`src/rtl/spi_fifo_pkg.sv`:
```
package spi_fifo_pkg;

    localparam int ADDR_W     = 5;
    localparam int WORD_W     = 16;
    localparam int DIV_W      = 16;
    localparam int FIFO_DEPTH = 8;
    localparam int CTL_W      = 13;

    localparam logic [ADDR_W-1:0] OFF_DIV  = 5'h00;
    localparam logic [ADDR_W-1:0] OFF_TXD  = 5'h04;
    localparam logic [ADDR_W-1:0] OFF_RXD  = 5'h08;
    localparam logic [ADDR_W-1:0] OFF_CTL  = 5'h0C;
    localparam logic [ADDR_W-1:0] OFF_IEN  = 5'h10;

    localparam int CB_MSB  = 4;
    localparam int CB_CPHA = 5;
    localparam int CB_CPOL = 6;
    localparam int CB_SRST = 7;
    localparam int CB_MSTR = 8;
    localparam int CB_RUN  = 9;
    localparam int CB_LOOP = 10;
    localparam int CB_TXQ  = 11;
    localparam int CB_RXQ  = 12;

    localparam int IE_DRAIN = 2;

    typedef enum logic [1:0] {
        ENG_IDLE  = 2'd0,
        ENG_LEAD  = 2'd1,
        ENG_TRAIL = 2'd2
    } eng_state_e;

endpackage

```
`src/rtl/spi_word_fifo.sv`:
```
module spi_word_fifo #(
    parameter int WIDTH = 16,
    parameter int DEPTH = 8
) (
    input  logic             clk,
    input  logic             rst_n,
    input  logic             clr,
    input  logic             push,
    input  logic [WIDTH-1:0] din,
    input  logic             pop,
    output logic [WIDTH-1:0] dout,
    output logic             full,
    output logic             empty
);
    localparam int PTR_W = (DEPTH > 1) ? $clog2(DEPTH) : 1;
    localparam int CNT_W = $clog2(DEPTH + 1);

    logic [WIDTH-1:0] mem [DEPTH];
    logic [PTR_W-1:0] rd_ptr, wr_ptr;
    logic [CNT_W-1:0] count;
    logic             pop_ok, push_ok;

    assign empty   = (count == '0);
    assign full    = (count == CNT_W'(DEPTH));
    assign pop_ok  = pop && !empty;
    assign push_ok = push && (!full || pop_ok);
    assign dout    = mem[rd_ptr];

    function automatic logic [PTR_W-1:0] step(input logic [PTR_W-1:0] p);
        return (p == PTR_W'(DEPTH - 1)) ? '0 : p + 1'b1;
    endfunction

    always_ff @(posedge clk or negedge rst_n) begin
        if (!rst_n) begin
            rd_ptr <= '0;
            wr_ptr <= '0;
            count  <= '0;
        end else if (clr) begin
            rd_ptr <= '0;
            wr_ptr <= '0;
            count  <= '0;
        end else begin
            if (push_ok) wr_ptr <= step(wr_ptr);
            if (pop_ok)  rd_ptr <= step(rd_ptr);
            if (push_ok && !pop_ok)      count <= count + 1'b1;
            else if (pop_ok && !push_ok) count <= count - 1'b1;
        end
    end

    always_ff @(posedge clk) begin
        if (push_ok && !clr) mem[wr_ptr] <= din;
    end

    // occupancy never passes the depth
    assert_no_overflow_R7: assert property (@(posedge clk) disable iff (!rst_n)
        count <= CNT_W'(DEPTH));

    // popping an empty queue leaves it empty
    assert_empty_pop_R1: assert property (@(posedge clk) disable iff (!rst_n)
        (pop && empty && !push) |=> empty);

endmodule

```
`src/rtl/spi_shift_engine.sv`:
```
module spi_shift_engine
    import spi_fifo_pkg::*;
#(
    parameter int WORD_W = 16,
    parameter int DIV_W  = 16
) (
    input  logic                      clk,
    input  logic                      rst_n,
    input  logic                      srst,
    input  logic                      run_ok,
    input  logic [DIV_W-1:0]          div_val,
    input  logic [$clog2(WORD_W)-1:0] wlen_m1,
    input  logic                      msb_first,
    input  logic                      cpha,
    input  logic                      cpol,
    input  logic                      loopback,
    input  logic                      tx_avail,
    input  logic [WORD_W-1:0]         tx_word,
    output logic                      tx_take,
    output logic [WORD_W-1:0]         rx_word,
    output logic                      rx_push,
    output logic                      idle,
    output logic                      sck,
    output logic                      mosi,
    input  logic                      miso
);
    localparam int IDX_W = $clog2(WORD_W);
    localparam int CNT_W = DIV_W + 1;

    eng_state_e        state_q, state_d;
    logic [CNT_W-1:0]  half_len, div_q;
    logic [IDX_W-1:0]  bit_q;
    logic [WORD_W-1:0] txw_q, rxw_q, rx_next;
    logic              sck_q, mosi_q;
    logic              tick, last_bit, go, din, sample_now;

    function automatic logic [IDX_W-1:0] bit_pos(input logic [IDX_W-1:0] k,
                                                 input logic [IDX_W-1:0] top,
                                                 input logic msb);
        return msb ? (top - k) : k;
    endfunction

    assign half_len   = (div_val == '0) ? (CNT_W'(1) << DIV_W) : {1'b0, div_val};
    assign tick       = (state_q != ENG_IDLE) && (div_q == half_len - 1'b1);
    assign last_bit   = (bit_q == wlen_m1);
    assign go         = run_ok && tx_avail;
    assign din        = loopback ? mosi_q : miso;
    assign sample_now = tick && (((state_q == ENG_LEAD) && !cpha) ||
                                 ((state_q == ENG_TRAIL) && cpha));

    always_comb begin
        rx_next = rxw_q;
        if (sample_now) rx_next[bit_pos(bit_q, wlen_m1, msb_first)] = din;
    end

    // next state
    always_comb begin
        state_d = state_q;
        unique case (state_q)
            ENG_IDLE:  if (go)   state_d = ENG_LEAD;
            ENG_LEAD:  if (tick) state_d = ENG_TRAIL;
            ENG_TRAIL: if (tick) state_d = (!last_bit || go) ? ENG_LEAD : ENG_IDLE;
            default:             state_d = ENG_IDLE;
        endcase
        if (srst) state_d = ENG_IDLE;
    end

    // state register
    always_ff @(posedge clk or negedge rst_n) begin
        if (!rst_n) state_q <= ENG_IDLE;
        else        state_q <= state_d;
    end

    // outputs
    always_comb begin
        tx_take = !srst && go &&
                  ((state_q == ENG_IDLE) || ((state_q == ENG_TRAIL) && tick && last_bit));
        rx_push = !srst && (state_q == ENG_TRAIL) && tick && last_bit;
        idle    = (state_q == ENG_IDLE);
        rx_word = rx_next;
        sck     = sck_q;
        mosi    = mosi_q;
    end

    // datapath
    always_ff @(posedge clk or negedge rst_n) begin
        if (!rst_n) begin
            div_q  <= '0;
            bit_q  <= '0;
            txw_q  <= '0;
            rxw_q  <= '0;
            sck_q  <= 1'b0;
            mosi_q <= 1'b0;
        end else if (srst) begin
            div_q  <= '0;
            bit_q  <= '0;
            txw_q  <= '0;
            rxw_q  <= '0;
            sck_q  <= cpol;
            mosi_q <= 1'b0;
        end else begin
            if (state_q == ENG_IDLE) begin
                sck_q <= cpol;
                div_q <= '0;
            end else if (tick) begin
                div_q <= '0;
                sck_q <= ~sck_q;
                rxw_q <= rx_next;
            end else begin
                div_q <= div_q + 1'b1;
            end
            if ((state_q == ENG_LEAD) && tick && cpha)
                mosi_q <= txw_q[bit_pos(bit_q, wlen_m1, msb_first)];
            if ((state_q == ENG_TRAIL) && tick && !last_bit) begin
                bit_q <= bit_q + 1'b1;
                if (!cpha) mosi_q <= txw_q[bit_pos(bit_q + 1'b1, wlen_m1, msb_first)];
            end
            if (tx_take) begin
                txw_q <= tx_word;
                bit_q <= '0;
                rxw_q <= '0;
                if (!cpha) mosi_q <= tx_word[bit_pos('0, wlen_m1, msb_first)];
            end
        end
    end

    // soft reset leaves the engine idle with sck at the polarity level
    assert_srst_idle_R10: assert property (@(posedge clk) disable iff (!rst_n)
        srst |=> (state_q == ENG_IDLE) && (sck_q == $past(cpol)));

    // sck moves only when the half-period count expires
    assert_sck_paced_R2: assert property (@(posedge clk) disable iff (!rst_n)
        ((state_q != ENG_IDLE) && !tick && !srst) |=> $stable(sck_q));

endmodule

```
`src/rtl/spi_fifo_master.sv`:
```
module spi_fifo_master
    import spi_fifo_pkg::*;
#(
    parameter int DEPTH = FIFO_DEPTH,
    parameter int DIVW  = DIV_W
) (
    input  logic              clk,
    input  logic              rst_n,
    input  logic              bus_wr,
    input  logic              bus_rd,
    input  logic [ADDR_W-1:0] bus_addr,
    input  logic [WORD_W-1:0] bus_wdata,
    output logic [WORD_W-1:0] bus_rdata,
    output logic              sck,
    output logic              mosi,
    input  logic              miso,
    output logic              irq,
    output logic              rx_overrun
);
    localparam int IDX_W = $clog2(WORD_W);

    logic [DIVW-1:0]   div_q;
    logic [CTL_W-1:0]  ctl_q;
    logic              ien_q, ovr_q;

    logic              srst, run_ok;
    logic              tx_push, tx_pop, tx_full, tx_empty;
    logic              rx_push, rx_pop, rx_full, rx_empty;
    logic [WORD_W-1:0] tx_head, rx_head, eng_rx_word;
    logic              eng_rx_push, eng_idle;

    assign srst    = ctl_q[CB_SRST];
    assign run_ok  = ctl_q[CB_MSTR] && ctl_q[CB_RUN] && !srst;
    assign tx_push = bus_wr && (bus_addr == OFF_TXD) && ctl_q[CB_TXQ];
    assign rx_pop  = bus_rd && (bus_addr == OFF_RXD);
    assign rx_push = eng_rx_push && ctl_q[CB_RXQ];

    always_ff @(posedge clk or negedge rst_n) begin
        if (!rst_n) begin
            div_q <= '0;
            ctl_q <= '0;
            ien_q <= 1'b0;
            ovr_q <= 1'b0;
        end else begin
            if (bus_wr && bus_addr == OFF_DIV) div_q <= bus_wdata[DIVW-1:0];
            if (bus_wr && bus_addr == OFF_CTL) ctl_q <= bus_wdata[CTL_W-1:0];
            if (bus_wr && bus_addr == OFF_IEN) ien_q <= bus_wdata[IE_DRAIN];
            if (srst)                                  ovr_q <= 1'b0;
            else if (rx_push && rx_full && !rx_pop)    ovr_q <= 1'b1;
        end
    end

    spi_word_fifo #(.WIDTH(WORD_W), .DEPTH(DEPTH)) u_txq (
        .clk(clk), .rst_n(rst_n), .clr(srst),
        .push(tx_push), .din(bus_wdata), .pop(tx_pop),
        .dout(tx_head), .full(tx_full), .empty(tx_empty)
    );

    spi_word_fifo #(.WIDTH(WORD_W), .DEPTH(DEPTH)) u_rxq (
        .clk(clk), .rst_n(rst_n), .clr(srst),
        .push(rx_push), .din(eng_rx_word), .pop(rx_pop),
        .dout(rx_head), .full(rx_full), .empty(rx_empty)
    );

    spi_shift_engine #(.WORD_W(WORD_W), .DIV_W(DIVW)) u_eng (
        .clk(clk), .rst_n(rst_n), .srst(srst), .run_ok(run_ok),
        .div_val(div_q), .wlen_m1(ctl_q[IDX_W-1:0]),
        .msb_first(ctl_q[CB_MSB]), .cpha(ctl_q[CB_CPHA]), .cpol(ctl_q[CB_CPOL]),
        .loopback(ctl_q[CB_LOOP]), .tx_avail(!tx_empty), .tx_word(tx_head),
        .tx_take(tx_pop), .rx_word(eng_rx_word), .rx_push(eng_rx_push),
        .idle(eng_idle), .sck(sck), .mosi(mosi), .miso(miso)
    );

    assign bus_rdata  = ((bus_addr == OFF_RXD) && !rx_empty) ? rx_head : '0;
    assign irq        = ien_q && tx_empty && eng_idle;
    assign rx_overrun = ovr_q;

    // a write into a full transmit queue changes nothing
    assert_tx_drop_R7: assert property (@(posedge clk) disable iff (!rst_n)
        (tx_push && tx_full && !tx_pop && !srst) |=> tx_full);

    // overrun only appears after a full receive queue
    assert_overrun_cause_R8: assert property (@(posedge clk) disable iff (!rst_n)
        $rose(ovr_q) |-> $past(rx_full));

endmodule

```
`config.mk`:
```
export PLATFORM = sky130hd
export DESIGN_NAME = spi_fifo_master
export DESIGN_NICKNAME = d
export VERILOG_FILES = /design/src/rtl/spi_fifo_pkg.sv /design/src/rtl/spi_word_fifo.sv /design/src/rtl/spi_shift_engine.sv /design/src/rtl/spi_fifo_master.sv
export SDC_FILE = /design/constraint.sdc
export NUM_CORES = 1
export LEC_CHECK = 0
export BUFFER_PORTS_ARGS = -buffer_cell sky130_fd_sc_hd__buf_2
export CAP_MARGIN = 20
export CORE_MARGIN = 5
export CORE_UTILIZATION = 55
export CTS_CLUSTER_DIAMETER = 200
export CTS_CLUSTER_SIZE = 24
export DETAILED_ROUTE_END_ITERATION = 16
export PLACE_DENSITY = 0.72
export SLEW_MARGIN = 0
export SYNTH_ARGS = -nofsm -noshare
export SYNTH_HDL_FRONTEND = slang
export SYNTH_HIERARCHICAL = 1
export SYNTH_SLANG_ARGS = --single-unit
```
`constraint.sdc`:
```
create_clock -name clk -period 9.3 [get_ports clk]
set_clock_uncertainty 0.15 [all_clocks]
set_input_delay 0.93 -clock clk [delete_from_list [all_inputs] [get_ports clk]]
set_output_delay 0.93 -clock clk [all_outputs]
set_load 0.02 [all_outputs]
```
======== Word-level counts from Yosys, hierarchy flattened ========
Memories as Yosys holds them, arrays and structs flattened.
Cells that the tools add are included.
storage, ports and cells
  ROM bits ................................ 0
  latch bits .............................. 0
  memory bits (writable) .................. 256
  register bits after elaboration ......... 108
  input port bits ......................... 26
  memories ................................ 2
  word-level logic and storage cells ...... 198
memory list
  name       words  bits a word  rd ports  clocked after memory_dff  wr ports  RTL line             text
  u_rxq.mem  8      16           1         0                         1         spi_word_fifo.sv:18  logic [WIDTH-1:0] mem [DEPTH];
  u_txq.mem  8      16           1         0                         1         spi_word_fifo.sv:18
operators by class
  multiplexer cells ....................... 67
  $lt $le $gt $ge ......................... 4
  reductions and logical operators ........ 76
  divide/modulo/power cells ............... 0
  shift operators ......................... 0
  add/subtract/negate cells ............... 13
  equal/unequal tests ..................... 18
  multipliers ............................. 0
  bitwise operators ....................... 1
operators by type and width
  cell                                                   number
  two-way mux 16 bit                                     8
  two-way mux 17 bit                                     4
  two-way mux 4 bit                                      12
  logical AND 1 bit                                      40
  two-way mux 3 bit                                      12
  two-way mux 1 bit                                      21
  adder 17 x 1 -> 17 bit, second input constant          1
  equality test 17 bit                                   1
  subtractor 17 x 1 -> 17 bit, second input constant     1
  bitwise mux 16 bit                                     1
  logical NOT 16 bit                                     1
  < comparator 4 x 5 -> 1 bit, second input constant     3
  nonzero test 3 bit                                     5
  nonzero test 2 bit                                     7
  adder 3 x 1 -> 3 bit, second input constant            4
  adder 4 x 1 -> 4 bit, second input constant            3
  binary-select mux 1 bit (select 4 bit)                 3
  equality test 3 bit, second input constant             4
  logical NOT 1 bit                                      12
  inequality test 3 x 2 -> 1 bit, second input constant  4
  equality test 5 x 4 -> 1 bit, second input constant    2
  equality test 4 bit, second input constant             2
  logical NOT 4 bit                                      2
  two-way mux 2 bit                                      4
  other kinds (16)                                       22

======== Longest topological paths before layout ========
Gate-level depths: netlist of run 1.
  word-level depth ........................ 17
  gate-level depth with buffers ........... 19
  depth with buffers taken out ............ 17

======== Cells and area by module ========
Netlist of run 1, hierarchy kept.
by module, submodules not included
  module                 cells each  instances  area an instance (sq um)  seq. area each (sq um)
  spi_word_fifo (u_txq)  272         1          5696.7                    4093.9
  spi_word_fifo (u_rxq)  267         1          5541.6                    4093.9
  spi_shift_engine       488         1          4420.5                    1426.4
  spi_fifo_master        99          1          1427.6                    775.7

======== Least setup slack after synthesis of run 1 ========
OpenSTA, ideal clock, no wires.
  path kind ............................... register -> register
  start ................................... register div_q[0] (netlist name)
  end ..................................... memory u_txq.mem[0][0] (enable)
  slack ................................... 3446 ps
  stages on the path, launching flop included .. 16
  path buffers ............................ 3
  data arrival time ....................... 5268 ps
  cell sequence ........................... dfrtp_1 -> inv_1 -> ha_1 -> or4b_1 -> or4_4 -> buf_6 -> a211oi_1 -> o2bb2ai_1 -> nor4_1 -> a2bb2oi_1 -> buf_2 -> buf_4 -> nor2_1 -> nand2b_1 -> o21ai_4 -> nor4b_1
RTL lines
  item              RTL line
  end: declaration  spi_word_fifo.sv:18

==> results of run 1 <==
-- layout make-up --
cell class	count	area share
flip-flops and latches	364	0.5680
clock buffers	32	0.02865
clock inverters	2	0.001573
repair buffers	69	0.02229
inverters	24	0.004992
well taps	396	0.02708
multi-input cells	684	0.3474
-- registers in the layout, indices dropped and copies added (netlist names), 13 cells and up --
signal and cells:
ctl_q 13, div_q 16, u_eng/div_q 17, u_eng/rxw_q 16
u_eng/txw_q 16, u_rxq/mem 128, u_txq/mem 128
-- path summary, 6_finish.rpt --
| kind | start | endpoint | slack [ps] | cells after the start |
|---|---|---|---|---|
| hold reg to reg | ien_q | ien_q | 360 | 1 |
| setup / recovery | div_q[0] | u_txq/mem[1][15] | 4000 | 14 |
| hold / removal | rst_n | u_eng/div_q[14] | 250 | 1 |
| setup reg to reg | div_q[0] | u_txq/mem[1][15] | 4000 | 14 |
| min in group clk | ien_q | ien_q | 360 | 1 |
| max in group asynchronous | rst_n | u_eng/rxw_q[3] | 7460 | 2 |
-- routing by layer --
metal / part of all wire / GRT usage / vias to the layer above
li1: - / - / 4399
met1: 0.45 / 0.2938 / 4957
met2: 0.51 / 0.3475 / 190
met3: 0.033 / 0.01595 / 26
met4: 0.015 / 0.03323 / 0
met5: 0 / 0 / -
-- critical path, cell delays in order (launching register included) --
cell and delay (ps):
dfrtp_1 430, inv_1 130, ha_1 220, or4b_1 500, or4_4 560, a211oi_1 270, o2bb2ai_1 210, nor4_1 390
a2bb2oi_2 100, buf_4 260, nor2_1 380, nand2b_1 230, o21ai_4 120, nor3_2 710, buf_4 310
-- placed cells by master, fill, tap and decap left out, types with 8 or more instances in the layout --
| master | n |
|---|---|
| edfxtp_1 | 256 |
| dfrtp_1 | 105 |
| nor2_1 | 79 |
| mux2_2 | 64 |
| buf_2 | 44 |
| mux2i_1 | 42 |
| nand2_1 | 40 |
| mux4_2 | 39 |
| and2_1 | 31 |
| a21oi_1 | 31 |
| mux4_1 | 28 |
| buf_4 | 25 |
| xnor2_1 | 25 |
| inv_1 | 23 |
| xor2_1 | 23 |
| o21ai_0 | 23 |
| ha_1 | 22 |
| clkbuf_16 | 19 |
| nor2b_1 | 14 |
| nand3b_1 | 14 |
| or3_1 | 14 |
| clkbuf_1 | 13 |
| nor3_1 | 12 |
| nand4_1 | 12 |
| nand3_1 | 12 |
| and3_1 | 11 |
| mux2_4 | 10 |
| a211oi_1 | 8 |
-- power by group through the flow --
stage,registers (mW),logic (mW),clock network (mW)
floorplan,1.83,0.283,0
global placement,1.85,0.358,0
detailed placement,1.85,0.364,0
CTS,1.81,0.365,0.926
global route,1.82,0.400,0.992
finish,1.82,0.365,0.900
==> impl_metrics.ini, run 1 <==
[status]
status = completed

[timing]
fin_ws_ps = 4004
rsz0062_at_grt = no
hold_ws_ps = 254.9
report.final.hold_viol_count = 0
fin_crit_ps = 5296
setup_viol = 0
tightest_slew_ps = 981.4
fmax_mhz = 188.8
finalSetupTns_ps = 0
post-route-period-util = 0.5694
slew_headroom = 0.3270
final_max_slew_viol_count = 0

[layout]
multiInputGateArea_um2 = 6356
drive_gt1_frac = 0.2111
area_growth_pct = 7.112
diodes = 0
fin_area_um2 = 18300
fin_nets = 1214
fill_cells = 2345
stdcell_count = 1571
seq_area_um2 = 10390
final_core_util = 0.5982

[routing]
routed_wl_um = 34690
viasPerCell = 6.093
antenna_left = 0
vias = 9572
route.detailed.drc = 0
drt_iter0_drc = 855
first_pass_iters = 5
wl_per_cell_um = 22.08

[synth]
synthesis.nets = 1177
syn_area_um2 = 17080
synthCells = 1125
avgSynthCellArea_um2 = 15.18
yosys_warnings = 6

[grt]
grt_pass1_vias = 9537
grt-ovfl-total = 0
grt_pass1_wl_um = 54840
grt.total_usage = 0.2026
antenna_found_initial = 0
grt_start_max_net_pins = 64

[clocking]
cts_tree = built
clockBufferDepth = 3
cts_inserted_buffers = 19
clkSlewWorstSetupHoldPaths_ps = 100
clock_sinks = 364
worstSkewPairLatency_ps = 530
h-tree-depth = 1
cts_hold_buf = 0
cts.repair.resized = 0
post-cts-setup-buffer-count = 0
root_buffer = clkbuf_16

[worst_hold_path]
holdCritPathClass = input pin to asynchronous set/reset pin

[power_and_ir_drop]
report.power.total_mw = 3.080
clkPwrFrac = 0.292
vdd_drop_max_mv = 0.1538
comb_power_share = 0.119
p_sw_frac = 0.2485
powerDensity_nw_per_um2 = 168.3
p_leak_nw = 6.855
p_switching_mw = 0.7653
internal_power_mw = 2.314
power_frac_seq = 0.589

[worst_setup_path]
crit_arrival_ps = 5360
crit_type = flop to flop
critPathMaxFanout = 20
required_ps = 9370
start_kind = flop
crit_path_end_kind = flop

[floorplan]
core-area_um2 = 30590
dieHeight_um = 186.2
io_pins = 46
num_rows = 64
die_w_um = 186.2
die_area_um2 = 34680
start_util = 0.5585

[placement]
routabilityCongestion = 0.8877
dp.cells = 1536
pre_cts_slack_ps = 4055
post_dp_cell_area_um2 = 17740
place_hpwl_um = 22330
portBuffers = 45

[job]
cap_viol_max_count = 0
No activity file was read; power rests on OpenSTA's default activity.
==> inputs of run 2 (changes only) <==
==> constraint.sdc (replaced) <==
create_clock -name clk -period 5.2 [get_ports clk]
set_clock_uncertainty 0.15 [all_clocks]
set_input_delay 0.52 -clock clk [delete_from_list [all_inputs] [get_ports clk]]
set_output_delay 0.52 -clock clk [all_outputs]
set_load 0.02 [all_outputs]
==> impl_metrics.ini, run 2 (synthesized netlist as in run 1, its figures left out) <==
[status]
status = completed

[timing]
setup_viol = 0
hold_ws_ps = 192.1
slew_headroom = 0.2237
fmax_mhz = 209.0
rsz0062_at_grt = no
final_max_slew_viol_count = 0
tightest_slew_ps = 1164
report.final.hold_viol_count = 0
fin_crit_ps = 4784
fin_ws_ps = 416.0
post-route-period-util = 0.9200
finalSetupTns_ps = 0

[layout]
top_regs = u_rxq/mem (128), u_txq/mem (128), u_eng/div_q (17)
stdcell_count = 1577
final_cell_mix = 256 x edfxtp_1, 106 x dfrtp_1, 79 x nor2_1, 64 x mux2_2, 44 x buf_2
fill_cells = 2330
fin_area_um2 = 18360
final_common_cell = edfxtp_1
diodes = 0
final_core_util = 0.6002
drive_gt1_frac = 0.2134
fin_nets = 1221
area_growth_pct = 7.478

[routing]
wl_per_cell_um = 22.00
antenna_left = 0
routed_wl_um = 34690
viasPerCell = 6.064
vias = 9563
first_pass_iters = 5
drt_iter0_drc = 712
route.detailed.drc = 0

[worst_setup_path]
crit_type = flop to flop
required_ps = 5490
startpoint = div_q[7]
critPathMaxFanout = 12
crit_path_end_kind = flop
start_kind = flop
r2r_start = div_q[7]
crit_arrival_ps = 5070

[clocking]
root_buffer = clkbuf_16
worstSkewPairLatency_ps = 510
cts_inserted_buffers = 19
clkSlewWorstSetupHoldPaths_ps = 100
cts_tree = built
h-tree-depth = 1
clockBufferDepth = 3
clock_sinks = 364

[placement]
place_hpwl_um = 22950
dp.cells = 1543
routabilityCongestion = 0.8996
pre_cts_slack_ps = 484.9
portBuffers = 45
post_dp_cell_area_um2 = 17810

[floorplan]
num_rows = 64
core-area_um2 = 30590
die_area_um2 = 34680
io_pins = 46
start_util = 0.5585
dieHeight_um = 186.2
die_w_um = 186.2

[grt]
grt_pass1_wl_um = 56060
grt-ovfl-total = 0
grt.total_usage = 0.2061
grt_pass1_vias = 9883
grt_start_max_net_pins = 60
antenna_found_initial = 1

[power_and_ir_drop]
p_leak_nw = 6.894
report.power.total_mw = 5.494
vdd_drop_max_mv = 0.1869
powerDensity_nw_per_um2 = 299.2

[job]
cap_viol_max_count = 0

[worst_hold_path]
hp-start = bus_wdata[14]
holdCritPathClass = input pin to flop
## run 2: changes by cell type in the layout (fill, tap and decap cells not counted)
cell | previous run | this run
nor4_4 | 1 | 2
nor4b_4 | 0 | 1
nor4b_2 | 3 | 2
buf_4 | 25 | 31
dfrtp_1 | 105 | 106
dlygate4sd3_1 | 0 | 1
dfrtp_2 | 3 | 2
inv_6 | 1 | 0
nor4_2 | 2 | 1
## run 2: layout make-up
cell class / count / area [um2] / share of cell area
sequential: 364 / 10390 / 0.5660
multi-input combinational: 684 / 6374 / 0.3471
clock buffer: 32 / 524.3 / 0.02855
tap: 396 / 495.5 / 0.02699
timing repair buffer: 76 / 462.9 / 0.02521
inverter: 24 / 91.34 / 0.004975
clock inverter: 1 / 20.02 / 0.001090
## run 2: worst paths after layout
check	to	cells past startpoint	slack, ps
max	u_rxq/count[3]	14	420
min	u_txq/mem[4][14]	1	190
max reg2reg	u_rxq/count[3]	14	420
min reg2reg	ctl_q[11]	1	360
max in group asynchronous	u_eng/rxw_q[6]	3	3280
min in group asynchronous	u_eng/div_q[9]	2	460
## run 2: where the power goes
| group | total, mW | switching, mW | leakage (nW) | internal [mW] |
|---|---|---|---|---|
| Clock | 1.58 | 0.870 | 0.259 | 0.706 |
| Combinational | 0.665 | 0.373 | 2.83 | 0.292 |
| Sequential | 3.25 | 0.107 | 3.80 | 3.15 |
| Total | 5.49 | 1.35 | 6.89 | 4.14 |
## run 2: metal layers
metal	vias to the layer above	GRT usage	part of all wire
li1	4419	-	-
met1	4933	0.2956	0.44
met2	180	0.3525	0.50
met3	29	0.02120	0.037
met4	2	0.03527	0.014
met5	-	0	0.00020
## run 2: worst max-delay path, stage by stage (launching register included)
cell	delay [ps]
dfrtp_1	510
or4_1	670
or4_4	630
a21boi_2	170
o22ai_1	120
nand4b_1	190
or4_1	540
nor4b_1	260
and2_1	200
nand2_2	80
ha_1	330
nand3_1	170
a2111oi_0	460
a31oi_1	80
a21oi_1	140
## run 2: what timing repair did
| item | in CTS | in global routing |
|---|---|---|
| buffers inserted | 0 | 0 |
| hold buffers | 1 | 0 |
| gates resized for setup | 0 | 0 |
| endpoints found under the hold margin | 58 | 0 |
==> inputs of run 3 (changes only) <==
--- a/config.mk
+++ b/config.mk
@@ -5,6 +5,7 @@
 export SDC_FILE = /design/constraint.sdc
 export NUM_CORES = 1
 export LEC_CHECK = 0
+export ABC_AREA = 1
 export BUFFER_PORTS_ARGS = -buffer_cell sky130_fd_sc_hd__buf_2
 export CAP_MARGIN = 20
 export CORE_MARGIN = 5
==> constraint.sdc (replaced) <==
create_clock -name clk -period 5.2 [get_ports clk]
set_clock_uncertainty 0.15 [all_clocks]
set_input_delay 0.52 -clock clk [delete_from_list [all_inputs] [get_ports clk]]
set_output_delay 0.52 -clock clk [all_outputs]
set_load 0.01 [all_outputs]
==> impl_metrics.ini, run 3 <==
[grt]
grt_pass1_vias = 11950
grt-ovfl-total = 0
grt_pass1_wl_um = 62370
antenna_found_initial = 0
grt_start_max_net_pins = 67
grt.total_usage = 0.2155

[layout]
fin_area_um2 = 18700
final_common_cell = nand2_1
area_growth_pct = 6.491
drive_gt1_frac = 0.09669
diodes = 0
multiInputGateArea_um2 = 6061
final_core_util = 0.5926
top_regs = u_rxq/mem (128), u_txq/mem (128), u_eng/div_q (17)
seq_area_um2 = 10390
fill_cells = 2725
fin_nets = 1881
final_cell_mix = 365 x nand2_1, 261 x nor2_1, 256 x edfxtp_1, 194 x inv_1, 165 x o21ai_0

[clocking]
clock_sinks = 364
cts_tree = built
clockBufferDepth = 3
root_buffer = clkbuf_16
cts_hold_buf = 1
cts.repair.resized = 0
h-tree-depth = 1
clkSlewWorstSetupHoldPaths_ps = 100
cts_inserted_buffers = 19
worstSkewPairLatency_ps = 520
post-cts-setup-buffer-count = 0

[worst_setup_path]
slowest_delay_ps = 440
cp_slowest_cell = dfrtp_1
crit_arrival_ps = 4050
start_kind = flop
crit_type = flop to flop
required_ps = 5260
critPathMaxFanout = 12
crit_path_end_kind = flop
cp_cell_sequence = inv_1 -> ha_1 -> nand2_2 -> nor2_8 -> nand2_1 -> nand3_1 -> nand3_1 -> nor2_1 -> nand4_2 -> nor2_4 -> nand3_2 -> nor2_1 -> nand2_1 -> inv_1 -> nand2_2 -> nor2_4 -> nand2_1 -> nor2_1 -> buf_4

[timing]
setup_viol = 0
rsz0062_at_grt = no
post-route-period-util = 0.7663
fmax_mhz = 251.0
report.final.hold_viol_count = 0
finalSetupTns_ps = 0
hold_ws_ps = 160.7
slew_headroom = 0.3406
fin_ws_ps = 1215
fin_crit_ps = 3985
final_max_slew_viol_count = 0
tightest_slew_ps = 986.7

[floorplan]
dieHeight_um = 188.7
die_w_um = 188.7
core-area_um2 = 31560
start_util = 0.5565
io_pins = 46
num_rows = 65
die_area_um2 = 35600

[synth]
synthCells = 1796
yosys_warnings = 6
syn_area_um2 = 17560
synthesis.nets = 1848
avgSynthCellArea_um2 = 9.778

[placement]
portBuffers = 45
pre_cts_slack_ps = 1232
routabilityCongestion = 0.9329
place_hpwl_um = 26920
post_dp_cell_area_um2 = 18150

[routing]
viasPerCell = 5.502
first_pass_iters = 5
vias = 12340
wl_per_cell_um = 17.27
drt_iter0_drc = 1106
route.detailed.drc = 0
antenna_left = 0
routed_wl_um = 38740

[power_and_ir_drop]
powerDensity_nw_per_um2 = 301.4
p_leak_nw = 7.640
vdd_drop_max_mv = 0.3434

[job]
cap_viol_max_count = 0

[worst_hold_path]
holdCritPathClass = input pin to flop

[status]
status = completed
[run 3: where the power goes]
part           switching, mW  internal (mW)  total, mW  leakage [nW]
registers             0.0885           3.15       3.24          3.62
clock network          0.889          0.706       1.59         0.259
logic                  0.547          0.256      0.804          3.76
[run 3: metal layers]
layer | vias to the layer above | GRT usage | wire (um) | share of wire
met2 | 307 | 0.3872 | 19690 | 0.51
met4 | 0 | 0.04849 | 887 | 0.023
met3 | 54 | 0.02112 | 1681 | 0.043
li1 | 6051 | - | - | -
met1 | 5930 | 0.2856 | 16480 | 0.43
met5 | - | 0 | 0 | 0
[run 3: worst paths after layout]
kind	slack, ps	depth (start not counted)	endpoint	startpoint
max in group asynchronous	3540	3	u_rxq/rd_ptr[0]	rst_n
min in group asynchronous	280	2	u_eng/div_q[1]	rst_n
hold / removal	160	1	u_txq/mem[2][8]	bus_wdata[8]
setup reg to reg	1220	19	u_rxq/mem[5][5]	div_q[0]
setup / recovery	1220	19	u_rxq/mem[5][5]	div_q[0]
hold reg to reg	340	2	div_q[1]	div_q[1]
[run 3: critical path, delay by kind of cell, from the launching register on]
| kind | cells | cell delay (ps) |
|---|---|---|
| buffers and inverters | 3 | 570 |
| flip-flops | 1 | 440 |
| adder cells (fa/ha/maj) | 1 | 240 |
| AND/OR/NAND/NOR | 15 | 2280 |
[run 3: final cells by class]
class                   instances  share of cell area
clock buffers                  32             0.02803
clock inverters                 1            0.001071
inverters                     201             0.04101
flip-flops and latches        364              0.5557
repair buffers                 72             0.02315
well taps                     402             0.02690
multi-input cells            1171              0.3241
[run 3: stage by stage]
| stage | cells | total power, mW |
|---|---|---|
| final | 2243 | 5.636 |
| after global placement | 2209 | 4.089 |
| after floorplan | 1796 | 3.882 |
| after global routing | 2243 | 5.901 |
| after detailed placement | 2209 | 4.099 |
| after CTS | 2243 | 5.665 |
